File: src/rtl/hitword_pkg.sv
// Shared types for the hit word sequencer.
// Assumes: nothing beyond the IEEE 1800-2017 language.
package hitword_pkg;

    // Phase of the beam-synchronous sequence
    typedef enum logic [1:0] {
        PH_IDLE    = 2'd0,
        PH_WARM    = 2'd1,
        PH_DETECT  = 2'd2,
        PH_READOUT = 2'd3
    } phase_t;

endpackage

File: src/rtl/hitword_phase.sv
// Phase sequencer: idle -> warm-up -> detection -> readout -> idle.
// Drives the analog enable and the first-token pulse.
// Assumes: train strobes are synchronous to clk, and ser_empty/capture
// come from the serializer in the same cycle.
module hitword_phase
    import hitword_pkg::*;
#(
    parameter int WARM_W = 8
) (
    input  logic              clk,
    input  logic              rst_n,
    input  logic              train_start,
    input  logic              train_end,
    input  logic              tok_done,
    input  logic [WARM_W-1:0] warmup,
    input  logic              ser_empty,
    input  logic              capture,
    output phase_t            phase,
    output logic              analog_en,
    output logic              tok_inject
);

    logic [WARM_W-1:0] warm_cnt;
    logic              tok_seen;
    logic              tok_any;

    // token reported now or in an earlier readout cycle
    assign tok_any = tok_seen | tok_done;

    // phase register, warm-up countdown and phase-owned outputs
    always_ff @(posedge clk) begin
        if (!rst_n) begin
            phase      <= PH_IDLE;
            warm_cnt   <= '0;
            analog_en  <= 1'b0;
            tok_inject <= 1'b0;
            tok_seen   <= 1'b0;
        end else begin
            tok_inject <= 1'b0;
            case (phase)
                PH_IDLE: begin
                    if (train_start) begin
                        phase     <= PH_WARM;
                        warm_cnt  <= warmup;
                        analog_en <= 1'b1;
                    end
                end
                PH_WARM: begin
                    if (warm_cnt == '0) begin
                        phase <= PH_DETECT;
                    end else begin
                        warm_cnt <= warm_cnt - 1'b1;
                    end
                end
                PH_DETECT: begin
                    if (train_end) begin
                        phase      <= PH_READOUT;
                        analog_en  <= 1'b0;
                        tok_inject <= 1'b1;
                        tok_seen   <= 1'b0;
                    end
                end
                PH_READOUT: begin
                    if (tok_done) begin
                        tok_seen <= 1'b1;
                    end
                    if (tok_any && ser_empty && !capture) begin
                        phase <= PH_IDLE;
                    end
                end
                default: phase <= PH_IDLE;
            endcase
        end
    end

endmodule

File: src/rtl/hitword_tsgen.sv
// Global time stamp counter: clears on an accepted train start,
// counts modulo 2**TS_W while enabled, otherwise holds.
// Assumes: clear and count_en are never high together.
module hitword_tsgen #(
    parameter int TS_W = 5
) (
    input  logic            clk,
    input  logic            rst_n,
    input  logic            clear,
    input  logic            count_en,
    output logic [TS_W-1:0] ts_count
);

    // counter update with natural wrap
    always_ff @(posedge clk) begin
        if (!rst_n) begin
            ts_count <= '0;
        end else if (clear) begin
            ts_count <= '0;
        end else if (count_en) begin
            ts_count <= ts_count + 1'b1;
        end
    end

endmodule

File: src/rtl/hitword_ser.sv
// Hit word capture and serializer. Selects the hit column's time stamp,
// packs {X, Y, TS} and shifts it MSB first on readout ticks.
// Assumes: the matrix drops hit_req once it has seen hit_ack.
module hitword_ser #(
    parameter int X_W  = 4,
    parameter int Y_W  = 4,
    parameter int TS_W = 5,
    localparam int NCOL   = 1 << X_W,
    localparam int WORD_W = X_W + Y_W + TS_W
) (
    input  logic                 clk,
    input  logic                 rst_n,
    input  logic                 rd_phase,
    input  logic                 hit_req,
    input  logic [X_W-1:0]       hit_x,
    input  logic [Y_W-1:0]       hit_y,
    input  logic [NCOL*TS_W-1:0] col_ts,
    input  logic                 rd_tick,
    output logic                 ser_out,
    output logic                 frame_valid,
    output logic                 hit_ack,
    output logic                 ser_empty,
    output logic                 capture
);

    localparam int CNT_W = $clog2(WORD_W + 1);

    logic [TS_W-1:0]   ts_slot [NCOL];
    logic [WORD_W-1:0] shreg;
    logic [CNT_W-1:0]  bits_left;
    logic              first_pend;

    // unpack one time stamp buffer per column
    for (genvar c = 0; c < NCOL; c++) begin : g_col
        assign ts_slot[c] = col_ts[c*TS_W +: TS_W];
    end

    // serializer state and capture condition
    assign ser_empty = (bits_left == '0);
    assign capture   = rd_phase && hit_req && ser_empty && !hit_ack;

    // load on capture, shift one bit per readout tick
    always_ff @(posedge clk) begin
        if (!rst_n) begin
            shreg       <= '0;
            bits_left   <= '0;
            first_pend  <= 1'b0;
            ser_out     <= 1'b0;
            frame_valid <= 1'b0;
            hit_ack     <= 1'b0;
        end else begin
            hit_ack     <= capture;
            frame_valid <= 1'b0;
            if (capture) begin
                shreg      <= {hit_x, hit_y, ts_slot[hit_x]};
                bits_left  <= CNT_W'(WORD_W);
                first_pend <= 1'b1;
            end else if (rd_tick && !ser_empty) begin
                ser_out     <= shreg[WORD_W-1];
                shreg       <= shreg << 1;
                bits_left   <= bits_left - 1'b1;
                frame_valid <= first_pend;
                first_pend  <= 1'b0;
            end
        end
    end

endmodule

File: src/rtl/hitword_seq.sv
// Top: ties the phase sequencer, time stamp counter and serializer.
// Assumes: all inputs synchronous to clk; rd_tick is a one-cycle
// enable derived from the readout clock.
module hitword_seq
    import hitword_pkg::*;
#(
    parameter int X_W    = 4,
    parameter int Y_W    = 4,
    parameter int TS_W   = 5,
    parameter int WARM_W = 8,
    localparam int NCOL  = 1 << X_W
) (
    input  logic                 clk,
    input  logic                 rst_n,
    input  logic                 train_start,
    input  logic                 train_end,
    input  logic [WARM_W-1:0]    warmup,
    input  logic                 tok_done,
    input  logic                 hit_req,
    input  logic [X_W-1:0]       hit_x,
    input  logic [Y_W-1:0]       hit_y,
    input  logic [NCOL*TS_W-1:0] col_ts,
    input  logic                 rd_tick,
    output logic                 ser_out,
    output logic                 frame_valid,
    output logic                 hit_ack,
    output logic                 tok_inject,
    output logic [TS_W-1:0]      ts_count,
    output logic                 analog_en
);

    phase_t phase;
    logic   ser_empty;
    logic   capture;
    logic   ts_clear;
    logic   ts_run;
    logic   rd_phase;

    // phase decodes shared by the counter and serializer
    assign ts_clear = (phase == PH_IDLE) && train_start;
    assign ts_run   = (phase == PH_DETECT);
    assign rd_phase = (phase == PH_READOUT);

    hitword_phase #(.WARM_W(WARM_W)) u_phase (
        .clk        (clk),
        .rst_n      (rst_n),
        .train_start(train_start),
        .train_end  (train_end),
        .tok_done   (tok_done),
        .warmup     (warmup),
        .ser_empty  (ser_empty),
        .capture    (capture),
        .phase      (phase),
        .analog_en  (analog_en),
        .tok_inject (tok_inject)
    );

    hitword_tsgen #(.TS_W(TS_W)) u_ts (
        .clk     (clk),
        .rst_n   (rst_n),
        .clear   (ts_clear),
        .count_en(ts_run),
        .ts_count(ts_count)
    );

    hitword_ser #(.X_W(X_W), .Y_W(Y_W), .TS_W(TS_W)) u_ser (
        .clk        (clk),
        .rst_n      (rst_n),
        .rd_phase   (rd_phase),
        .hit_req    (hit_req),
        .hit_x      (hit_x),
        .hit_y      (hit_y),
        .col_ts     (col_ts),
        .rd_tick    (rd_tick),
        .ser_out    (ser_out),
        .frame_valid(frame_valid),
        .hit_ack    (hit_ack),
        .ser_empty  (ser_empty),
        .capture    (capture)
    );

endmodule

File: config.mk
export PLATFORM = sky130hd
export DESIGN_NAME = hitword_seq
export DESIGN_NICKNAME = d
export VERILOG_FILES = /design/src/rtl/hitword_pkg.sv /design/src/rtl/hitword_phase.sv /design/src/rtl/hitword_tsgen.sv /design/src/rtl/hitword_ser.sv /design/src/rtl/hitword_seq.sv
export SDC_FILE = /design/constraint.sdc
export NUM_CORES = 1
export LEC_CHECK = 0
export BUFFER_PORTS_ARGS = -buffer_cell sky130_fd_sc_hd__buf_4
export CAP_MARGIN = 0
export CORE_MARGIN = 2
export CORE_UTILIZATION = 44
export DETAILED_ROUTE_END_ITERATION = 10
export PLACE_DENSITY_LB_ADDON = 0.2
export SLEW_MARGIN = 30
export SYNTH_ARGS = -nofsm -noshare
export SYNTH_HDL_FRONTEND = slang
export SYNTH_SLANG_ARGS = --single-unit
File: constraint.sdc
create_clock -name clk -period 1.8 [get_ports clk]
set_clock_uncertainty 0.1 [all_clocks]
set_input_delay 0.54 -clock clk [delete_from_list [all_inputs] [get_ports clk]]
set_output_delay 0.54 -clock clk [all_outputs]
set_load 0.02 [all_outputs]
[Word level (Yosys, flattened, before mapping)]
Cells that the tools add are included.
Widths: inputs -> output; s select.
Storage, ports and cells
  word-level logic and storage cells: 80
  output and inout port bits: 10
  flip-flop bits (word level): 39
  input bits: 103
Cells by class
  reduce and logical (&&, ||, !) cells: 26
  bitwise logic cells: 5
  equality and inequality tests: 9
  $add $sub $neg: 3
  mux-type cells: 23
  order comparisons: 1
Operators by type and width (number)
  $mux 13: 2
  $bmux 5 s4: 1
  $mux 8: 2
  $pmux 8 s2: 1
  $mux 5: 2
  $ne 2x2->1 const B: 5
  $reduce_and 3->1: 3
  $logic_not 8->1: 1
  $mux 2: 4
  $mux 4: 2
  $pmux 2 s4: 1
  $reduce_bool 2->1: 4
  $sub 8x1->8 const B: 1
  $logic_and 1x1->1: 7
  $mux 1: 6
  $add 5x1->5 const B: 1
  $ge 5x5->1 const B: 1
  $not 4->5: 1
  $eq 2x2->1 const B: 2
  $logic_not 4->1: 1
  $pmux 1 s2: 2
  $reduce_and 2->1: 2
  $reduce_and 4->1: 1
  $reduce_or 2->1: 2
  other kinds (8): 12

[Logic depth before layout (Yosys ltp)]
  depth in word-level cells: 8
  mapped depth: 8
  gate-level depth less buffers: 6

[Modules after synthesis]
Synthesis repeated with hierarchy kept, for this count alone.
Second synthesis, totals
  cell total of the unflattened synthesis: 259
  area total of the unflattened synthesis: 2592.5 sq um
By module, submodules not included
  hitword_ser: cells each 128, area an instance 1485.2 sq um, times used 1
  hitword_phase: cells each 105, area an instance 844.6 sq um, times used 1
  hitword_tsgen: cells each 23, area an instance 239.0 sq um, times used 1
  hitword_seq: cells each 3, area an instance 23.8 sq um, times used 1

[Worst setup path after synthesis]
No wires, ideal clock.
  path kind: input to register
  from: in hit_x[0]
  to: reg u_ser.shreg[4]
  library setup time: 0.126 ns
  cell stages on the path: 6
  data required time: 1.574 ns
  slack: -0.115 ns
  arrival: 1.689 ns
  cells stage by stage: buf_6 -> buf_12 -> mux4_1 -> mux2_2 -> nand2_1 -> o221ai_2
On the way
  word-level cells in the longest chain between the ends: 5
Ends and longest elaborated chain
  start: declaration: RTL line hitword_seq.sv:20  | input logic [X_W-1:0] hit_x,
  $not 4->5 (not written as such): RTL line hitword_ser.sv:55  | shreg <= {hit_x, hit_y, ts_slot[hit_x]};
  $bmux 5 s4: RTL line hitword_ser.sv:55
  $mux 5 (not written as such) (2 in a row): RTL line hitword_ser.sv:55
  $mux 13: RTL line hitword_ser.sv:54  | if (capture) begin
  end signal: assignment: RTL line hitword_ser.sv:55
  end signal: assignment: RTL line hitword_ser.sv:60  | shreg <= shreg << 1;
  end: declaration: RTL line hitword_ser.sv:29  | logic [WORD_W-1:0] shreg;
No other way between the ends. The select of a mux whose other input is x is not followed.
A chain may end at the register's enable or synchronous reset.

[Worst setup path after layout]
  from: reg u_ser.bits_left[0]
  to: reg u_ser.shreg[1]
On the way
  word-level cells in the longest chain between the ends: 4
  elaborated cells on any way between the ends: 7
  classes of those cells: mux: 1; reduce/logical: 6
Ends and longest elaborated chain
  start: declaration: RTL line hitword_ser.sv:30  | logic [CNT_W-1:0] bits_left;
  start signal: assignment: RTL line hitword_ser.sv:56  | bits_left <= CNT_W'(WORD_W);
  start signal: assignment: RTL line hitword_ser.sv:61  | bits_left <= bits_left - 1'b1;
  $logic_not 4->1 (*): RTL line hitword_ser.sv:39  | assign ser_empty = (bits_left == '0);
  $logic_and 1x1->1 / $logic_not 1->1 (equally long branches): RTL line hitword_ser.sv:40, hitword_ser.sv:58
  $logic_and 1x1->1, on equally long branches: RTL line hitword_ser.sv:40, hitword_ser.sv:58
  $mux 13 / $reduce_bool 2->1 (equally long branches)
Every way passes the cells marked *; elsewhere a longest branch is shown, timed or not.

==> out/qor.csv <==
metric;value;unit
outcome;complete, but fails checks;
violations;negative setup slack;
setup_ws;-0.0172;ns
power_density;1110;mW/mm²
cp.arrival;1.94;ns
nets;519;
cts_tree;yes;
fillers;503;
area_delta_synth_final;45.0;%
cp_max_fo;11;
fin_area;0.00389;mm²
syn_nets;390;
ys_seq_area_share;29.1;%
timing.rr.start;u_ser.bits_left[0];
drtAntennaViolNets;0;
dpl_worst_slack;-0.205;ns
synth.area.top_cells;dfxtp_1 29%, mux4_1 11%, mux2i_1 6.3%;
setup_violations;5;
hp-class;reg2reg;
end_kind;flop;
path_class;reg2reg;
vias;2678;
port-buffer-count;112;
drtIter0Drc;54;
synth_area;0.00268;mm²
drcViolationCount;0;
htree_levels;2;
finalCriticalPeriod;1.82;ns
synth_common_cells;39 x dfxtp_1, 28 x nand2_1, 21 x a21oi_1;
drive_gt1_share;46.3;%
ys_types;49;
crit_required;1.92;ns
routed_wl;7230;µm
boundaryPins;113;
drt_first_pass_iters;4;
core-area;0.00592;mm²
dieArea;0.00673;mm²
rows;28;
wl_per_cell;15.0;µm
clk_pin_slew;0.09;ns
synth_top_area_share;29.1;%
syn_area_per_cell;9.65;µm²
ys_async_sr_fraction;0;%
r2r-end;u_ser.shreg[1];
slew_viol_final;0;
netlist_instances;278;
r2r_slack;-0.02;ns
start_kind;flop;
clkLatencyLatePin;0.30;ns
cts-buffers-inserted;5;
gp_congestion;0.829;
die_w;82.1;µm
synth.largest_area_cell;dfxtp_1;
grt_max_degree;19;
yosysMostFrequentCell;dfxtp_1;
ir_drop;0.773;mV
dpl.hpwl;5730;µm
whs_path_depth;2;
reg2reg_depth;8;
grt_pass1_vias;2586;
ys_ff_latch;39;
holdBufCountCts;0;
antenna_found_initial;0;
grt_pass1_wl;11500;µm
maxCapViolations;0;
clock_path_buffers;2;
ys_warn_count;0;
synth_edf_count;0;
hold_start;u_ser.shreg[9];
finalCritPeriodShare;101;%
grt_use_total;22.3;%
fmax;0.550;GHz
rsz0062_at_grt;yes;
viasPerCell;5.54;
n_antenna_cell;0;
critPathLaunch;u_ser.bits_left[0];
grt_overflow;0;
power.leakage;0.00170;µW
worst_pin_slew;0.471;ns
die_height;82.1;µm
placed_area;0.00372;mm²
root_buffer;clkbuf_8;
cts_sinks;39;
synthFlopType;dfxtp_1;
start_util;45.3;%
hold_viol;0;
hold_end;u_ser.shreg[9];
relSlewSlack;68.3;%
-- layout make-up --
class	instances	area [µm²]	share of cell area (%)
multi-input combinational	211	1810	46.7
timing repair buffer	140	1060	27.4
sequential	39	785	20.2
tap	75	93.8	2.41
clock buffer	5	68.8	1.77
inverter	10	37.5	0.966
clock inverter	3	23.8	0.612
-- per-stage QoR --
step | TNS (ns) | util [%] | std cells | total power [µW] | hold slack, ns
2_1_floorplan | -0.271 | - | 278 | 2640 | 0.332
3_3_place_gp | -1.58 | 62.8 | 473 | 3410 | 0.342
3_5_place_dp | -1.78 | 62.8 | 473 | 3460 | 0.347
4_1_cts | -0.297 | 64.8 | 482 | 4190 | 0.359
5_1_grt | -0.615 | 65.7 | 483 | 4650 | 0.380
6_report | -0.0538 | 65.7 | 483 | 4320 | 0.359
-- cells by family (layout without fill, tap and decap cells) --
kind of cell | count (synthesis) | in the layout | synth area share [%]
AO/OA/AOI/OAI | 70 | 70 | 17.8
adder cells (fa/ha/maj) | 9 | 9 | 4.20
buffers and inverters | 28 | 158 | 5.13
AND/OR/NAND/NOR | 88 | 88 | 17.4
flip-flops | 39 | 39 | 29.1
XOR/XNOR | 4 | 4 | 1.31
multiplexers | 40 | 40 | 25.1
-- sequential cells by signal, indices dropped and copies added (netlist names), 2 cells and up --
signal	cells
u_phase.phase	2
u_ser.shreg	13
u_ts.ts_count	5
u_phase.warm_cnt	8
u_ser.bits_left	4
-- cell usage in the layout (no fill, tap or decap), types with 8 or more instances in the layout --
cell | synthesis | routed
buf_4 | 0 | 137
dfxtp_1 | 39 | 36
nand2_1 | 28 | 27
a21oi_1 | 21 | 21
nor2_1 | 15 | 15
mux2i_1 | 17 | 15
mux4_2 | 7 | 13
o21ai_0 | 9 | 9
a22oi_1 | 10 | 9
inv_1 | 10 | 8
-- critical path, cell delays in order, from the launching register on --
cell	delay (ns)
dfxtp_2	0.33
inv_2	0.07
ha_4	0.13
or3b_4	0.38
buf_6	0.15
nor4b_4	0.26
buf_4	0.19
nand2_1	0.05
o211ai_1	0.08
-- where the power goes --
| group | internal (µW) | switching, µW | leakage (µW) |
|---|---|---|---|
| clock | 277 | 353 | 0.0000408 |
| combinational | 1290 | 1210 | 0.00134 |
| sequential | 1030 | 148 | 0.000318 |
-- worst max-delay path by stage --
stage,to,depth (start not counted)
global route,u_ser.shreg[3],8
finish,u_ser.shreg[1],8
global placement,u_ser.shreg[1],5
floorplan,u_ser.shreg[4],6
CTS,u_phase.phase[0],6
detailed placement,u_ser.shreg[0],5
-- what timing repair did --
item / 4_1_cts / 5_1_grt
pin swaps: 2 / 1
buffers inserted: 1 / 0
gates cloned: 0 / 1
endpoints found under the setup margin: 18 / 23
resized for setup: 9 / 12
hold endpoints to repair: 0 / 0
-- routing by layer --
layer,vias to the layer above,wire [µm],global-route usage [%]
li1,1315,-,-
met1,1257,2910,25.6
met2,92,3740,40.3
met3,14,423,5.16
met4,0,156,7.83
met5,-,0,0
Note: power is estimated with default switching activity, not from simulation.
